File: src/rtl/nbs_pkg.sv
package nbs_pkg;
    localparam int HOST_W = 32;
    localparam int BUS_W  = 8;
    localparam int FLD_W  = 4;
    localparam int SEL_W  = 3;

    typedef enum logic [SEL_W-1:0] {
        SEL_DATA = 3'd0,
        SEL_ADDR = 3'd1,
        SEL_CMD  = 3'd2,
        SEL_CTRL = 3'd3,
        SEL_CFG  = 3'd4,
        SEL_STAT = 3'd5,
        SEL_TIME = 3'd6
    } reg_sel_e;

    typedef enum logic [1:0] {PH_IDLE, PH_SETUP, PH_PULSE, PH_HOLD} phase_e;
    typedef enum logic [1:0] {K_CMD, K_ADDR, K_WDATA, K_RDATA} kind_e;

    // lowest field is setup, then hold, pulse, ready-delay
    typedef struct packed {
        logic [FLD_W-1:0] rdy;
        logic [FLD_W-1:0] width;
        logic [FLD_W-1:0] hold;
        logic [FLD_W-1:0] setup;
    } dir_timing_t;

    typedef struct packed {
        dir_timing_t wr;
        dir_timing_t rd;
    } timing_t;

    function automatic dir_timing_t pick_dir(timing_t t, logic is_read);
        return is_read ? t.rd : t.wr;
    endfunction
endpackage

File: src/rtl/nbs_regs.sv
module nbs_regs
    import nbs_pkg::*;
(
    input  logic              clk,
    input  logic              rst,
    input  logic              cfg_wr,
    input  logic              ctrl_wr,
    input  reg_sel_e          sel,
    input  logic [HOST_W-1:0] wdata,
    output timing_t           timing,
    output logic              force_ce,
    output logic              soft_rst
);
    assign soft_rst = ctrl_wr && wdata[0];

    always_ff @(posedge clk) begin
        if (rst || soft_rst) begin
            timing   <= '0;
            force_ce <= 1'b0;
        end else if (cfg_wr) begin
            case (sel)
                SEL_CFG:  force_ce <= wdata[0];
                SEL_TIME: timing   <= timing_t'(wdata);
                default: ;
            endcase
        end
    end
endmodule

File: src/rtl/nbs_phase_fsm.sv
module nbs_phase_fsm
    import nbs_pkg::*;
(
    input  logic             clk,
    input  logic             rst,
    input  logic             abort,
    input  logic             start,
    input  kind_e            start_kind,
    input  logic [BUS_W-1:0] start_byte,
    input  timing_t          timing,
    input  logic [BUS_W-1:0] dq_in,
    output phase_e           phase,
    output kind_e            kind,
    output logic [BUS_W-1:0] wbyte,
    output logic [BUS_W-1:0] rbyte,
    output logic             finish,
    output logic [FLD_W-1:0] finish_delay
);
    logic [FLD_W-1:0] cnt;
    dir_timing_t      t_now, t_start;

    assign t_now        = pick_dir(timing, kind == K_RDATA);
    assign t_start      = pick_dir(timing, start_kind == K_RDATA);
    assign finish       = (phase == PH_HOLD) && (cnt == '0);
    assign finish_delay = t_now.rdy;

    always_ff @(posedge clk) begin
        if (rst || abort) begin
            phase <= PH_IDLE;
            kind  <= K_CMD;
            cnt   <= '0;
            wbyte <= '0;
            rbyte <= '0;
        end else begin
            case (phase)
                PH_IDLE: if (start) begin
                    phase <= PH_SETUP;
                    kind  <= start_kind;
                    wbyte <= start_byte;
                    cnt   <= t_start.setup;
                end
                PH_SETUP: if (cnt == '0) begin
                    phase <= PH_PULSE;
                    cnt   <= t_now.width;
                end else cnt <= cnt - 1'b1;
                PH_PULSE: if (cnt == '0) begin
                    phase <= PH_HOLD;
                    cnt   <= t_now.hold;
                    if (kind == K_RDATA) rbyte <= dq_in;
                end else cnt <= cnt - 1'b1;
                PH_HOLD: if (cnt == '0) phase <= PH_IDLE;
                         else cnt <= cnt - 1'b1;
                default: phase <= PH_IDLE;
            endcase
        end
    end
endmodule

File: src/rtl/nbs_ready_sampler.sv
module nbs_ready_sampler
    import nbs_pkg::*;
(
    input  logic             clk,
    input  logic             rst,
    input  logic             clear,
    input  logic             trigger,
    input  logic [FLD_W-1:0] delay,
    input  logic             pin,
    output logic             ready
);
    localparam int CW = FLD_W + 1;
    logic [CW-1:0] wait_cnt;
    logic          armed;

    always_ff @(posedge clk) begin
        if (rst || clear) begin
            armed    <= 1'b0;
            wait_cnt <= '0;
            ready    <= 1'b0;
        end else if (trigger) begin
            armed    <= 1'b1;
            wait_cnt <= {delay, 1'b0};
        end else if (armed) begin
            if (wait_cnt == '0) begin
                ready <= pin;
                armed <= 1'b0;
            end else begin
                wait_cnt <= wait_cnt - 1'b1;
            end
        end
    end
endmodule

File: src/rtl/nand_bus_seq.sv
module nand_bus_seq
    import nbs_pkg::*;
(
    input  logic              clk,
    input  logic              rst,
    input  logic              host_req,
    input  logic              host_we,
    input  logic [SEL_W-1:0]  host_sel,
    input  logic [HOST_W-1:0] host_wdata,
    output logic [HOST_W-1:0] host_rdata,
    output logic              host_busy,
    output logic              nand_ce_n,
    output logic              nand_cle,
    output logic              nand_ale,
    output logic              nand_we_n,
    output logic              nand_re_n,
    output logic [BUS_W-1:0]  nand_dq_out,
    output logic              nand_dq_oe,
    input  logic [BUS_W-1:0]  nand_dq_in,
    input  logic              nand_rdy
);
    reg_sel_e         sel;
    phase_e           phase;
    kind_e            kind, start_kind;
    timing_t          timing;
    logic             force_ce, soft_rst, accept, start_bus, cfg_wr, ctrl_wr;
    logic             finish, rdy_stat, active;
    logic [BUS_W-1:0] wbyte, rbyte;
    logic [FLD_W-1:0] finish_delay;

    assign sel       = reg_sel_e'(host_sel);
    assign active    = (phase != PH_IDLE);
    assign host_busy = active;
    assign accept    = host_req && !active;
    assign cfg_wr    = accept && host_we;
    assign ctrl_wr   = host_req && host_we && (sel == SEL_CTRL);

    always_comb begin
        start_bus  = 1'b0;
        start_kind = K_CMD;
        if (accept) begin
            case (sel)
                SEL_CMD:  begin start_bus = host_we; start_kind = K_CMD;  end
                SEL_ADDR: begin start_bus = host_we; start_kind = K_ADDR; end
                SEL_DATA: begin
                    start_bus  = 1'b1;
                    start_kind = host_we ? K_WDATA : K_RDATA;
                end
                default: ;
            endcase
        end
    end

    nbs_regs u_regs (
        .clk(clk), .rst(rst), .cfg_wr(cfg_wr), .ctrl_wr(ctrl_wr), .sel(sel),
        .wdata(host_wdata), .timing(timing), .force_ce(force_ce), .soft_rst(soft_rst)
    );

    nbs_phase_fsm u_fsm (
        .clk(clk), .rst(rst), .abort(soft_rst), .start(start_bus),
        .start_kind(start_kind), .start_byte(host_wdata[BUS_W-1:0]),
        .timing(timing), .dq_in(nand_dq_in), .phase(phase), .kind(kind),
        .wbyte(wbyte), .rbyte(rbyte), .finish(finish), .finish_delay(finish_delay)
    );

    nbs_ready_sampler u_rdy (
        .clk(clk), .rst(rst), .clear(soft_rst), .trigger(finish),
        .delay(finish_delay), .pin(nand_rdy), .ready(rdy_stat)
    );

    assign nand_ce_n   = !force_ce;
    assign nand_cle    = active && (kind == K_CMD);
    assign nand_ale    = active && (kind == K_ADDR);
    assign nand_we_n   = !((phase == PH_PULSE) && (kind != K_RDATA));
    assign nand_re_n   = !((phase == PH_PULSE) && (kind == K_RDATA));
    assign nand_dq_oe  = active && (kind != K_RDATA);
    assign nand_dq_out = nand_dq_oe ? wbyte : '0;

    always_comb begin
        host_rdata = '0;
        case (sel)
            SEL_DATA: host_rdata[BUS_W-1:0] = rbyte;
            SEL_CFG:  host_rdata[0]         = force_ce;
            SEL_STAT: host_rdata[0]         = rdy_stat;
            SEL_TIME: host_rdata            = timing;
            default: ;
        endcase
    end
endmodule

File: config.mk
export PLATFORM = sky130hd
export DESIGN_NAME = nand_bus_seq
export DESIGN_NICKNAME = d
export VERILOG_FILES = /design/src/rtl/nbs_pkg.sv /design/src/rtl/nbs_regs.sv /design/src/rtl/nbs_phase_fsm.sv /design/src/rtl/nbs_ready_sampler.sv /design/src/rtl/nand_bus_seq.sv
export SDC_FILE = /design/constraint.sdc
export NUM_CORES = 1
export LEC_CHECK = 0
export ABC_AREA = 1
export ABC_CLOCK_PERIOD_IN_PS = 3280
export BUFFER_PORTS_ARGS = -buffer_cell sky130_fd_sc_hd__buf_2
export CORE_UTILIZATION = 45
export CTS_CLUSTER_DIAMETER = 50
export CTS_CLUSTER_SIZE = 14
export DETAILED_ROUTE_END_ITERATION = 6
export PLACE_DENSITY = 0.67
export SLEW_MARGIN = 10
export SYNTH_ARGS = -nofsm -noshare
export SYNTH_HDL_FRONTEND = slang
export SYNTH_HIERARCHICAL = 1
export SYNTH_SLANG_ARGS = --single-unit
File: constraint.sdc
create_clock -name clk -period 3.28 [get_ports clk]
set_input_delay 0.328 -clock clk [delete_from_list [all_inputs] [get_ports clk]]
set_output_delay 0.328 -clock clk [all_outputs]
set_load 0.01 [all_outputs]
* Word level (Yosys, flattened, before mapping)
Index checks and enable logic that the tools add are counted.
** Storage, ports and cells
- Register bits :: 64
- Bits of input ports :: 48
- Output and inout bits :: 47
- Word-level logic and storage cells :: 102
** Operators by class
- $add $sub $neg :: 2
- Equality and inequality tests :: 19
- Multiplexer cells :: 27
- Bitwise gates (word level) :: 2
- Reductions and logical operators :: 34
** Operator list (count)
- 24-bit two-way mux :: 1
- 4-bit two-way mux :: 5
- 16-bit two-way mux :: 1
- 4-bit case mux with 4 select lines :: 1
- 5-bit two-way mux :: 3
- 7-bit case mux with 2 select lines :: 1
- 2-bit AND reduction :: 6
- 1-bit logical AND :: 11
- 2-bit two-way mux :: 5
- 2-bit != test (second input constant) :: 5
- 3-bit == test (second input constant) :: 3
- 2-bit == test (second input constant) :: 4
- 8-bit two-way mux :: 1
- 2-bit case mux with 4 select lines :: 1
- 3-bit by 2-bit == test with 1-bit output (second input constant) :: 2
- 3-bit AND reduction :: 2
- 5-bit logical NOT :: 1
- 1-bit two-way mux :: 5
- 5-bit by 1-bit subtractor with 5-bit output (second input constant) :: 1
- 2-bit by 1-bit == test with 1-bit output (second input constant) :: 2
- 1-bit logical NOT :: 4
- 2-bit logical NOT :: 2
- 4-bit logical NOT :: 1
- 2-bit by 1-bit != test with 1-bit output (second input constant) :: 2
- other kinds (11) :: 14

* Depth between registers and ports, before layout
Gate-level depths: netlist of the first run.
- Word-level depth :: 8
- Gate-level depth with buffers :: 11
- Depth with buffers taken out :: 11

* By module
The synthesis of the first run kept the hierarchy.
** By module, submodules not included
- nbs_regs :: instances 1, cells each 221, area an instance 1569.0 µm²
- nbs_phase_fsm :: instances 1, cells each 231, area an instance 1457.6 µm²
- nand_bus_seq :: instances 1, cells each 127, area an instance 568.0 µm²
- nbs_ready_sampler :: instances 1, cells each 53, area an instance 372.9 µm²

* Least setup slack after synthesis of the first run
Ideal clock, no wire load.
- Path kind :: register to register
- From :: register u_fsm.phase[1]
- To :: register u_rdy.wait_cnt[2]
- Library setup time :: 116 ps
- Data arrival time :: 1399 ps
- Data required time :: 3164 ps
- Setup slack :: 1765 ps
- Stages on the path, launching flop included :: 11
- Buffers on the path :: 0
- Cells stage by stage :: dfxtp_1 -> ha_1 -> inv_1 -> nor2_1 -> inv_2 -> nand2_1 -> inv_1 -> nand3_1 -> nand2_1 -> a21oi_1 -> nor2_1
** On the way
- Cells in the longest elaborated chain, start to end :: 4
- Elaborated cells between the ends (all ways) :: 6
- Those cells by class :: eq/ne: 2; mux: 1; reduce/logical: 3
** Ends and longest elaborated chain
- start: declaration :: RTL line nbs_phase_fsm.sv:12 : output phase_e phase,
- start signal: assignment :: RTL line nbs_phase_fsm.sv:29 : phase <= PH_IDLE;
- start signal: assignment :: RTL line nbs_phase_fsm.sv:37 : phase <= PH_SETUP;
- start signal: assignment :: RTL line nbs_phase_fsm.sv:43 : phase <= PH_PULSE;
- 2-bit == test (*) :: RTL line nbs_phase_fsm.sv:24 : assign finish = (phase == PH_HOLD) && (cnt == '0);
- 1-bit logical AND (*) :: RTL line nbs_phase_fsm.sv:24
- named net finish :: RTL line nand_bus_seq.sv:27 : logic finish, rdy_stat, active;
- 2-bit != test (no line) or 2-bit nonzero test (tied branches)
- 2-bit AND reduction (no line)
- end signal: assignment :: RTL line nbs_ready_sampler.sv:23 : wait_cnt <= {delay, 1'b0};
- end signal: assignment :: RTL line nbs_ready_sampler.sv:29 : wait_cnt <= wait_cnt - 1'b1;
- end: declaration :: RTL line nbs_ready_sampler.sv:13 : logic [CW-1:0] wait_cnt;
Mark *: on every way through the listed nets, which the timed path passes. The rest lies on a longest branch.
A chain may end at the register's enable or synchronous reset.

* Final worst setup path of the first run
- From :: register u_fsm.kind[1]
- To :: output nand_dq_out[1]
** On the way
- Cells in the longest elaborated chain, start to end :: 3
** Ends and longest elaborated chain
- start: declaration :: RTL line nbs_phase_fsm.sv:13 : output kind_e kind,
- start signal: assignment :: RTL line nbs_phase_fsm.sv:38 : kind <= start_kind;
- 2-bit != test :: RTL line nand_bus_seq.sv:76 : assign nand_dq_oe = active && (kind != K_RDATA);
- 1-bit logical AND :: RTL line nand_bus_seq.sv:76
- 8-bit two-way mux :: RTL line nand_bus_seq.sv:77 : assign nand_dq_out = nand_dq_oe ? wbyte : '0;
- end: declaration :: RTL line nand_bus_seq.sv:17 : output logic [BUS_W-1:0] nand_dq_out,
No other way between the ends.

==> metrics.cfg, run 1 <==
[sta]
tns_ns = 0
drv_slew = 0
hold_viol_final = 0
setup_viol = 0
max-slew-margin-rel_pct = 45.8
min_period_over_period_pct = 62.2
tightestPinTransition_ns = 0.812
hold_ws_ns = 0.223
period_needed_ns = 2.04
finClkSkew_ns = 0.00481
fin_ws_ns = 1.24
rsz0062_at_grt = no
fmax_mhz = 491

[pwr]
powerDensity_nw_per_um2 = 501
p_leak_uw = 0.00225
p_total_uw = 2310
vdd_drop_max_v = 0.000250

[global_route]
grt_max_degree = 35
grt_first_pass_wirelength_mm = 16.3
grt.overflow.total = 0
grt_pass1_vias = 3610
grt_usage_pct = 23.2
antenna_found_initial = 0
grt_use_met2_pct = 39.0
use_met1_pct = 29.9
busiest_layer = met2
use_met3_pct = 4.34

[clocking]
clk_pin_slew_worst_paths_ns = 0.08
cts_sinks = 64
insertion_delay_ns = 0.35
holdBufCountCts = 0
htree_num_levels = 3
cts_setup_buffers = 0
cts_buffers = 9
cts_tree = yes
cts_root_buf = clkbuf_8
post_cts_resize_count = 0
cts_max_path_buffers = 2

[yosys]
synth.cell_area_sq_um = 3970
ys_warn_count = 6
synthesis.instances = 632
syn_area_per_cell_sq_um = 6.28
synth_fp_nets = 688
synth_cell_type_count = 34
yosysSeqAreaShare_pct = 32.3
synth-seq-cells = 64

[setup_path]
crit_path_end_kind = primary output
critPathArrivalTime_ns = 1.71
critical_path_class = flip-flop to primary output
cp_top_family = flip-flops
cp_slowest_cell = dfxtp_1
cp.buffers_inverters = 3
cp_max_fo = 13
path_cells = nand2_1, inv_1, nor2_1, inv_2, nor2_1, buf_2
crit_top_cell = nor2_1
critical_path.max_stage_delay_ns = 0.67
crit_required_ns = 2.95
cp-start-kind = flip-flop

[job]
drv_cap = 0

[worst_hold_path]
holdCritPathClass = input pin to flip-flop

[placement]
gp_congestion = 0.864
hpwl_mm = 7.47
portBuffers = 94
preCtsSetupSlack_ns = 1.26

[status]
status = finished, final reports clean

[detailed_routing]
wl_per_cell_microns = 12.0
post-route-drc-count = 0
firstDrtPassIters = 5
wl_mm = 9.96
viasPerCell = 4.73
dr_total_vias = 3911
ant_nets = 0
drt_iter0_drc = 234

[die]
start_util_pct = 47.3
fp.coreArea_sq_um = 8380
die_area_sq_um = 9200
rows = 33
die_x_microns = 95.9
ios = 95
die_y_microns = 95.9

[layout]
nets = 773
mostFrequentLayoutCells = nor2_1 (162), inv_1 (119), nand2_1 (99)
antenna_cells = 0
final_common_cell = nor2_1
synthToLayoutAreaGrowth_pct = 16.3
layout-drive-gt1-share_pct = 22.2

[area by class of cell]
class	instances	area (sq um)
Timing Repair Buffer	95	478
Clock buffer	9	124
Sequential cell	64	1280
Fill cell	865	3770
Inverter	128	483
Multi-Input combinational cell	419	2020
Clock inverter	7	103
Tap cell	105	131
[per-stage QoR]
step                      util, %  cells  instance area [sq um]
after global placement       52.4    811                   4390
after floorplan                 -    632                   3970
final                        55.1    827                   4620
after global routing         55.1    827                   4620
after detailed placement     52.4    811                   4390
after CTS                    55.1    827                   4620
[metal layers]
layer | part of all wire (%) | vias to the layer above
met4 | 1.1 | 0
met5 | 0 | -
met2 | 47 | 80
met1 | 48 | 1750
li1 | - | 2071
met3 | 4.2 | 10
[path summary, 6_finish.rpt]
path | start | endpoint | slack (ns) | depth (start not counted)
worst max-delay path | u_fsm/kind[1] | nand_dq_out[1] | 1.24 | 6
worst max register to register | u_fsm/phase[0] | u_fsm/kind[1] | 1.34 | 6
worst min register to register | u_fsm/wbyte[6] | u_fsm/wbyte[6] | 0.49 | 2
worst min-delay path | nand_rdy | u_rdy/ready | 0.22 | 3
[worst reg2reg max path: cells and delay by family (launching register included)]
kind          cells  cell delay [ns]
fa+ha+maj         1             0.24
buf+inv           2             0.55
flops             1             0.47
simple gates      3             0.57
[synth_stat cells]
library cell  count  share of area (%)
or2_2             1               0.16
nor3_1            3               0.38
nand2_4           1               0.28
nand3_2          11                2.8
buf_4             6                1.1
nor2_1          162                 15
buf_12            1               0.50
nand2_2           6               0.95
o21ai_4           1               0.41
buf_2             2               0.25
clkinv_2          2               0.25
a31oi_1           1               0.16
nand2_1          99                9.4
nand3b_1          1               0.19
o21ai_1           1               0.13
a311oi_1          1               0.22
nor2_2            7                1.1
o21ai_0          31                3.9
o21ai_2           6                1.3
a21oi_2           3               0.66
clkbuf_1          3               0.28
inv_1           119                 11
xor2_1            2               0.44
ha_1              8                2.5
nor3b_1           2               0.38
a21oi_1           5               0.63
nor2_4            4                1.1
nand3_4           1               0.44
clkinv_1          1              0.095
nand4_1           3               0.47
dfxtp_1          64                 32
inv_2             6               0.57
buf_6             9                2.6
nand3_1          59                7.4
[power by group]
part / leakage (uW) / switching (uW) / internal [uW]
Combinational: 0.00162 / 419 / 216
Clock: 0.000110 / 345 / 436
Sequential: 0.000518 / 63.8 / 833
[cell families (layout without fill, tap and decap cells)]
logic type,after synthesis,in the layout,share of synthesized area (%)
DFF,64,64,32.3
xor gates and xnor gates,2,2,0.442
AOI/OAI and AO/OA,49,49,7.44
buffers and inverters,149,239,16.9
and+or+nand+nor,360,360,40.4
adders and majority gates,8,8,2.52
[state kept, by name, summed over array words and instances, names as in the netlist]
name and count:
u_fsm/cnt 4, u_rdy/wait_cnt 5, u_fsm/kind 2, u_regs/force_ce 1
u_fsm/wbyte 8, u_regs/timing 32, u_fsm/phase 2, u_fsm/rbyte 8
u_rdy/ready 1, u_rdy/armed 1
Power figures use the tool's default switching activity.
==> inputs of run 2 (changes only) <==
- ABC_CLOCK_PERIOD_IN_PS: 3280 -> 1850
- PLACE_DENSITY: 0.67 -> 0.7
- clock period: 3.28 -> 1.85 ns (I/O delays scaled with it)
==> metrics.cfg, run 2 (synthesis results as in run 1) <==
[detailed_routing]
dr_wl_met2_mm = 4.78  ; was 4.64 mm
post-route-drc-count = 0  ; unchanged
ant_nets = 0  ; unchanged
firstDrtPassIters = 5  ; unchanged
maxUsedRoutingLayer = met4  ; unchanged
drt_iter0_drc = 185  ; was 234
dr_total_vias = 4006  ; was 3911
wl_mm = 10.1  ; was 9.96 mm
met1Wirelength_mm = 4.63  ; was 4.80 mm
viasPerCell = 4.80  ; was 4.73
route.met3.wl_microns = 567  ; was 418 microns
wl_per_cell_microns = 12.1  ; was 12.0 microns

[pwr]
vdd_drop_max_v = 0.000327  ; was 0.000250 V
p_total_uw = 3850  ; was 2310 uW
p_leak_uw = 0.00227  ; was 0.00225 uW
p_seq_share_pct = 41.2  ; was 38.8%
pwr-share-comb_pct = 30.7  ; was 27.4%
powerDensity_nw_per_um2 = 828  ; was 501 nW/um^2
power.switching_uw = 1470  ; was 827 uW
p_int_uw = 2380  ; was 1480 uW
switching_share_pct = 38.1  ; was 35.8%
clockPowerShare_pct = 28.1  ; was 33.7%

[sta]
drv_slew = 0  ; unchanged
setup_viol = 0  ; unchanged
finClkSkew_ns = 0.00955  ; was 0.00481 ns
min_period_over_period_pct = 89.1
fmax_mhz = 607
hold_viol_final = 0  ; unchanged
tns_ns = 0  ; unchanged
period_needed_ns = 1.65
tightestPinTransition_ns = 0.725  ; was 0.812 ns
rsz0062_at_grt = no  ; unchanged
max-slew-margin-rel_pct = 51.6  ; was 45.8%

[clocking]
cts_root_buf = clkbuf_8  ; unchanged
insertion_delay_ns = 0.34  ; was 0.35 ns
htree_num_levels = 3  ; unchanged
holdBufCountCts = 0  ; unchanged
clk_pin_slew_worst_paths_ns = 0.08  ; about the same
cts_setup_buffers = 0  ; unchanged
cts_max_path_buffers = 2  ; unchanged
cts_sinks = 64  ; unchanged
cts_tree = yes  ; unchanged
cts_buffers = 9  ; unchanged

[worst_hold_path]
min_path_cells = 3  ; unchanged
min-delay-start = nand_rdy  ; unchanged
whs_endpoint = u_rdy/ready  ; unchanged
holdCritPathClass = input pin to flip-flop  ; unchanged

[layout]
finalNonFillerCells = 834  ; was 827
nets = 780  ; was 773
final_common_cell = nor2_1  ; unchanged
antenna_cells = 0  ; unchanged
largest-register = u_regs/timing  ; unchanged
largest_register_ffs = 32  ; unchanged
top_regs = u_regs/timing: 32 flops, u_fsm/rbyte: 8 flops, u_fsm/wbyte: 8 flops  ; unchanged
layout-drive-gt1-share_pct = 23.6  ; was 22.2%
synthToLayoutAreaGrowth_pct = 17.3  ; was 16.3%
mostFrequentLayoutCells = nor2_1 (160), inv_1 (119), nand2_1 (99)  ; was nor2_1 (162), inv_1 (119), nand2_1 (99)

[status]
status = finished, final reports clean  ; unchanged

[global_route]
grt_first_pass_wirelength_mm = 16.4  ; was 16.3 mm
grt_max_degree = 35  ; unchanged
grt.overflow.total = 0  ; unchanged
grt_pass1_vias = 3622  ; was 3610
antenna_found_initial = 0  ; unchanged
grt_usage_pct = 23.5  ; was 23.2%

[placement]
gp_congestion = 0.887  ; was 0.864
dp_cells = 818  ; was 811
portBuffers = 94  ; unchanged
hpwl_mm = 7.74  ; was 7.47 mm

[setup_path]
ff2ff_setup_slack_ns = 0.20  ; was 1.34 ns
critical_path.max_stage_delay_ns = 0.31  ; was 0.67 ns
regToRegStartpoint = u_fsm/cnt[0]  ; was u_fsm/phase[0]
critical_path_class = flip-flop to flip-flop  ; was flip-flop to primary output
r2r_cells = 11  ; was 6
cp_slowest_cell = dfxtp_1  ; unchanged
cp-startpoint = u_fsm/cnt[0]  ; was u_fsm/kind[1]
cp_max_fo = 7  ; was 13
crit_path_end_kind = flip-flop  ; was primary output
path_cells = inv_1, ha_1, nand2_2, nor2_2, inv_2, nand2_1, inv_1, nand3_1, nand2_1, a21oi_1, nor2_1  ; was nand2_1, inv_1, nor2_1, inv_2, nor2_1, buf_2
timing.rr.end = u_rdy/wait_cnt[2]  ; was u_fsm/kind[1]
crit_required_ns = 2.08  ; was 2.95 ns
critPathArrivalTime_ns = 1.88  ; was 1.71 ns
cp-start-kind = flip-flop  ; unchanged

[die]
ios = 95  ; unchanged
die_area_sq_um = 9200  ; unchanged
start_util_pct = 47.3  ; unchanged
rows = 33  ; unchanged
die_x_microns = 95.9  ; unchanged
die_y_microns = 95.9  ; unchanged
fp.coreArea_sq_um = 8380  ; unchanged

[job]
drv_cap = 0  ; unchanged

-- run 2: cell types whose count changed in the layout (fill, tap and decap cells not counted), sizes merged --
cell,before,now
buf,95,102
clkinv,5,6
bufinv,2,0
clkinvlp,1,2
-- run 2: worst max-delay path: cells and delay by family, from the launching register on --
kind | cells | cell delay, ns
AND/OR/NAND/NOR | 6 | 0.59
buffers and inverters | 3 | 0.32
flip-flops | 1 | 0.31
adder cells (fa/ha/maj) | 1 | 0.20
AO/OA/AOI/OAI | 1 | 0.11
-- run 2: through the flow --
stage | hold slack (ns) | area [sq um] | utilization [%] | worst slack, ns
2_1_floorplan | 0.327 | 3970 | - | 0.335
3_3_place_gp | 0.437 | 4470 | 53.3 | 0.229
3_5_place_dp | 0.441 | 4470 | 53.3 | 0.111
4_1_cts | 0.0775 | 4650 | 55.4 | 0.0865
5_1_grt | 0.0745 | 4650 | 55.5 | 0.00322
6_report | 0.0901 | 4650 | 55.5 | 0.202
-- run 2: final cells by class --
type / instances / area (sq um)
clock inverters: 7 / 55.1
inverters: 128 / 483
well taps: 105 / 131
fillers: 860 / 3730
flip-flops and latches: 64 / 1280
clock buffers: 9 / 124
multi-input cells: 419 / 2020
repair buffers: 102 / 556
-- run 2: timing repair --
action | CTS | global route
gates cloned | 0 | 0
setup endpoints to repair | 8 | 10
resized for setup | 1 | 4
-- run 2: worst max path at each step --
| stage | to | slack, ns | cells after the start |
|---|---|---|---|
| final | u_rdy/wait_cnt[2] | 0.20 | 11 |
| after CTS | nand_dq_out[3] | 0.09 | 5 |
| after detailed placement | u_rdy/wait_cnt[2] | 0.11 | 10 |
| after global placement | u_rdy/wait_cnt[2] | 0.23 | 11 |
| after floorplan | u_rdy/wait_cnt[2] | 0.33 | 10 |
| after global routing | u_rdy/wait_cnt[2] | 0.003 | 11 |
-- run 2: power by group through the flow --
stage          combinational, uW  clock [uW]  sequential [uW]
4_1_cts                     1170        1120             1580
6_report                    1180        1080             1590
3_5_place_dp                1160           0             1610
5_1_grt                     1360        1190             1600
3_3_place_gp                1140           0             1610
2_1_floorplan                874           0             1580
-- run 2: routing by layer --
layer  track usage [%]  vias to the layer above
met4              8.96                        0
li1                  -                     2082
met1              30.9                     1787
met5                 0                        -
met3              4.58                       16
met2              37.8                      121
==> inputs of run 3 (changes only) <==
- ABC_AREA: 1 -> unset
- PLACE_DENSITY: 0.7 -> 0.71
==> metrics.cfg, run 3 <==
[status]
status = finished, final reports clean  ; unchanged

[die]
die_area_sq_um = 8340  ; was 9200 sq um
ios = 95  ; unchanged
die_x_microns = 91.3  ; was 95.9 microns
die_y_microns = 91.3  ; was 95.9 microns
rows = 32  ; was 33
fp.coreArea_sq_um = 7730  ; was 8380 sq um
start_util_pct = 46.5  ; was 47.3%

[detailed_routing]
dr_total_vias = 3435  ; was 4006
firstDrtPassIters = 6  ; was 5
drt_iter0_drc = 228  ; was 185
post-route-drc-count = 0  ; unchanged
viasPerCell = 5.38  ; was 4.80
wl_per_cell_microns = 15.3  ; was 12.1 microns
wl_mm = 9.77  ; was 10.1 mm
ant_nets = 0  ; unchanged

[pwr]
powerDensity_nw_per_um2 = 921  ; was 828 nW/um^2
p_total_uw = 4070  ; was 3850 uW
vdd_drop_max_v = 0.000450  ; was 0.000327 V
p_leak_uw = 0.00196  ; was 0.00227 uW

[sta]
setup_viol = 0  ; unchanged
period_needed_ns = 1.75  ; was 1.65 ns
tns_ns = 0  ; unchanged
fmax_mhz = 572  ; was 607 MHz
min_period_over_period_pct = 94.6  ; was 89.1%
hold_viol_final = 0  ; unchanged
fin_ws_ns = 0.101  ; was 0.202 ns
rsz0062_at_grt = no  ; unchanged
drv_slew = 0  ; unchanged
tightestPinTransition_ns = 0.506  ; was 0.725 ns
finClkSkew_ns = 0.00605  ; was 0.00955 ns
max-slew-margin-rel_pct = 66.1  ; was 51.6%

[yosys]
synth-seq-cells = 64  ; unchanged
syn_area_per_cell_sq_um = 8.24  ; was 6.28 sq um
synth_edf_count = 0  ; unchanged
ys_warn_count = 6  ; unchanged
yosys.area.top_type = dfxtp_1  ; unchanged
synth_cell_type_count = 66  ; was 34
synthFlopType = dfxtp_1  ; unchanged
synth_fp_nets = 492  ; was 688
ys_top_cells_by_area = dfxtp_1 (36%), nand2_1 (9.9%), a21oi_2 (7.1%)  ; was dfxtp_1 (32%), nor2_1 (15%), inv_1 (11%)
synth.cell_area_sq_um = 3590  ; was 3970 sq um
synth.top_cell.area_share_pct = 35.7  ; was 32.3%
yosysSeqAreaShare_pct = 35.7  ; was 32.3%
synthesis.instances = 436  ; was 632
async_flop_share_pct = 0  ; unchanged
ys_top_cells_by_count = nand2_1 (95), dfxtp_1 (64), a21oi_2 (29)  ; was nor2_1 (162), inv_1 (119), nand2_1 (99)
yosysMostFrequentCell = nand2_1  ; was nor2_1

[clocking]
cts_sinks = 64  ; unchanged
cts_buffers = 9  ; unchanged
cts_root_buf = clkbuf_8  ; unchanged
cts_max_path_buffers = 2  ; unchanged
htree_num_levels = 3  ; unchanged
cts_setup_buffers = 0  ; unchanged
insertion_delay_ns = 0.35  ; was 0.34 ns
cts_tree = yes  ; unchanged
clk_pin_slew_worst_paths_ns = 0.08  ; about the same

[layout]
layout-drive-gt1-share_pct = 34.3  ; was 23.6%
nets = 588  ; was 780
final_core_util_pct = 57.2  ; was 55.5%
antenna_cells = 0  ; unchanged
synthToLayoutAreaGrowth_pct = 23.0  ; was 17.3%
mostFrequentLayoutCells = nand2_1 (95), buf_2 (94), dfxtp_1 (62)  ; was nor2_1 (160), inv_1 (119), nand2_1 (99)
final_common_cell = nand2_1  ; was nor2_1
top_regs = u_regs/timing: 32 flops, u_fsm/rbyte: 8 flops, u_fsm/wbyte: 8 flops  ; unchanged
largest_register_ffs = 32  ; unchanged
largest-register = u_regs/timing  ; unchanged
finalNonFillerCells = 639  ; was 834

[global_route]
grt.overflow.total = 0  ; unchanged
grt_max_degree = 33  ; was 35
antenna_found_initial = 0  ; unchanged
grt_first_pass_wirelength_mm = 16.0  ; was 16.4 mm
grt_pass1_vias = 3226  ; was 3622
grt_usage_pct = 24.4  ; was 23.5%

[setup_path]
cp.buffers_inverters = 1  ; was 3
cp_slowest_cell = or4b_1  ; was dfxtp_1
crit_required_ns = 2.09  ; was 2.08 ns
cp-start-kind = flip-flop  ; unchanged
regToRegStartpoint = u_rdy/wait_cnt[0]  ; was u_fsm/cnt[0]
cp_max_fo = 4  ; was 7
critPathArrivalTime_ns = 1.99  ; was 1.88 ns
cp-startpoint = u_rdy/wait_cnt[0]  ; was u_fsm/cnt[0]
crit_path_end_kind = flip-flop  ; unchanged
critical_path.max_stage_delay_ns = 0.51  ; was 0.31 ns
cp_top_family = simple AND/OR/NAND/NOR gates  ; unchanged
ff2ff_setup_slack_ns = 0.10  ; was 0.20 ns
critical_path_class = flip-flop to flip-flop  ; unchanged
path_cells = inv_1, ha_1, or4b_1, and4_4, o311a_1  ; was inv_1, ha_1, nand2_2, nor2_2, inv_2, nand2_1, inv_1, nand3_1, nand2_1, a21oi_1, nor2_1

[placement]
hpwl_mm = 7.16  ; was 7.74 mm
preCtsSetupSlack_ns = 0.0313  ; was 0.111 ns
gp_congestion = 0.894  ; was 0.887
dp_cells = 623  ; was 818
portBuffers = 94  ; unchanged

[job]
drv_cap = 0  ; unchanged

[worst_hold_path]
holdCritPathClass = input pin to flip-flop  ; unchanged
min-delay-start = nand_dq_in[2]  ; was nand_rdy

[run 3: cell count changes in the layout (fill, tap and decap cells not counted), sizes merged, moves of 10 or more]
cell | before | now
nand3 | 71 | 11
buf | 102 | 114
nor2 | 173 | 28
and2 | 0 | 13
mux2i | 0 | 11
inv | 127 | 13
nand2 | 106 | 96
and3 | 0 | 28
a21oi | 8 | 48
o21ai | 39 | 3
[run 3: area by class of cell]
class	count	area [sq um]
clock inverters	7	95.1
fillers	719	3310
multi-input cells	331	2110
flip-flops and latches	64	1280
repair buffers	114	633
inverters	12	45.0
well taps	102	128
clock buffers	9	124
[run 3: power breakdown]
part	leakage, uW	internal, uW	switching [uW]
clock	0.000110	760	577
combinational	0.00133	514	660
sequential	0.000517	1460	101
[run 3: metrics by stage]
step | hold WS [ns] | instance area [sq um]
2_1_floorplan | 0.318 | 3600
3_3_place_gp | 0.415 | 4180
3_5_place_dp | 0.425 | 4180
4_1_cts | 0.0662 | 4400
5_1_grt | 0.0671 | 4420
6_report | 0.0692 | 4420
[run 3: cells by family (layout without fill, tap and decap cells)]
logic type | after synthesis | count (layout) | share of synthesized area [%]
simple gates | 214 | 214 | 30.6
compound gates | 89 | 89 | 18.9
flops | 64 | 64 | 35.7
buf+inv | 41 | 142 | 6.27
mux | 18 | 18 | 5.26
fa+ha+maj | 9 | 9 | 3.07
xor+xnor | 1 | 1 | 0.244
[run 3: timing repair]
item	CTS	global route
setup endpoints to repair	0	30
resized for setup	0	7
hold buffers	0	0
[run 3: worst min-delay path, cell delays in order]
cell     delay [ns]
buf_2          0.08
mux2i_1        0.05
nor2_1         0.07
[run 3: per-layer routing]
layer,track usage [%],wire [microns]
met1,34.2,4650
met2,37.5,4440
met3,4.86,503
met4,7.94,168
met5,0,0
[run 3: final timing paths]
path / end / cells after the start
worst max register to register: u_rdy/wait_cnt[3] / 5
worst min register to register: u_fsm/wbyte[5] / 2
worst min-delay path: u_fsm/rbyte[2] / 3
worst max-delay path: u_rdy/wait_cnt[3] / 5
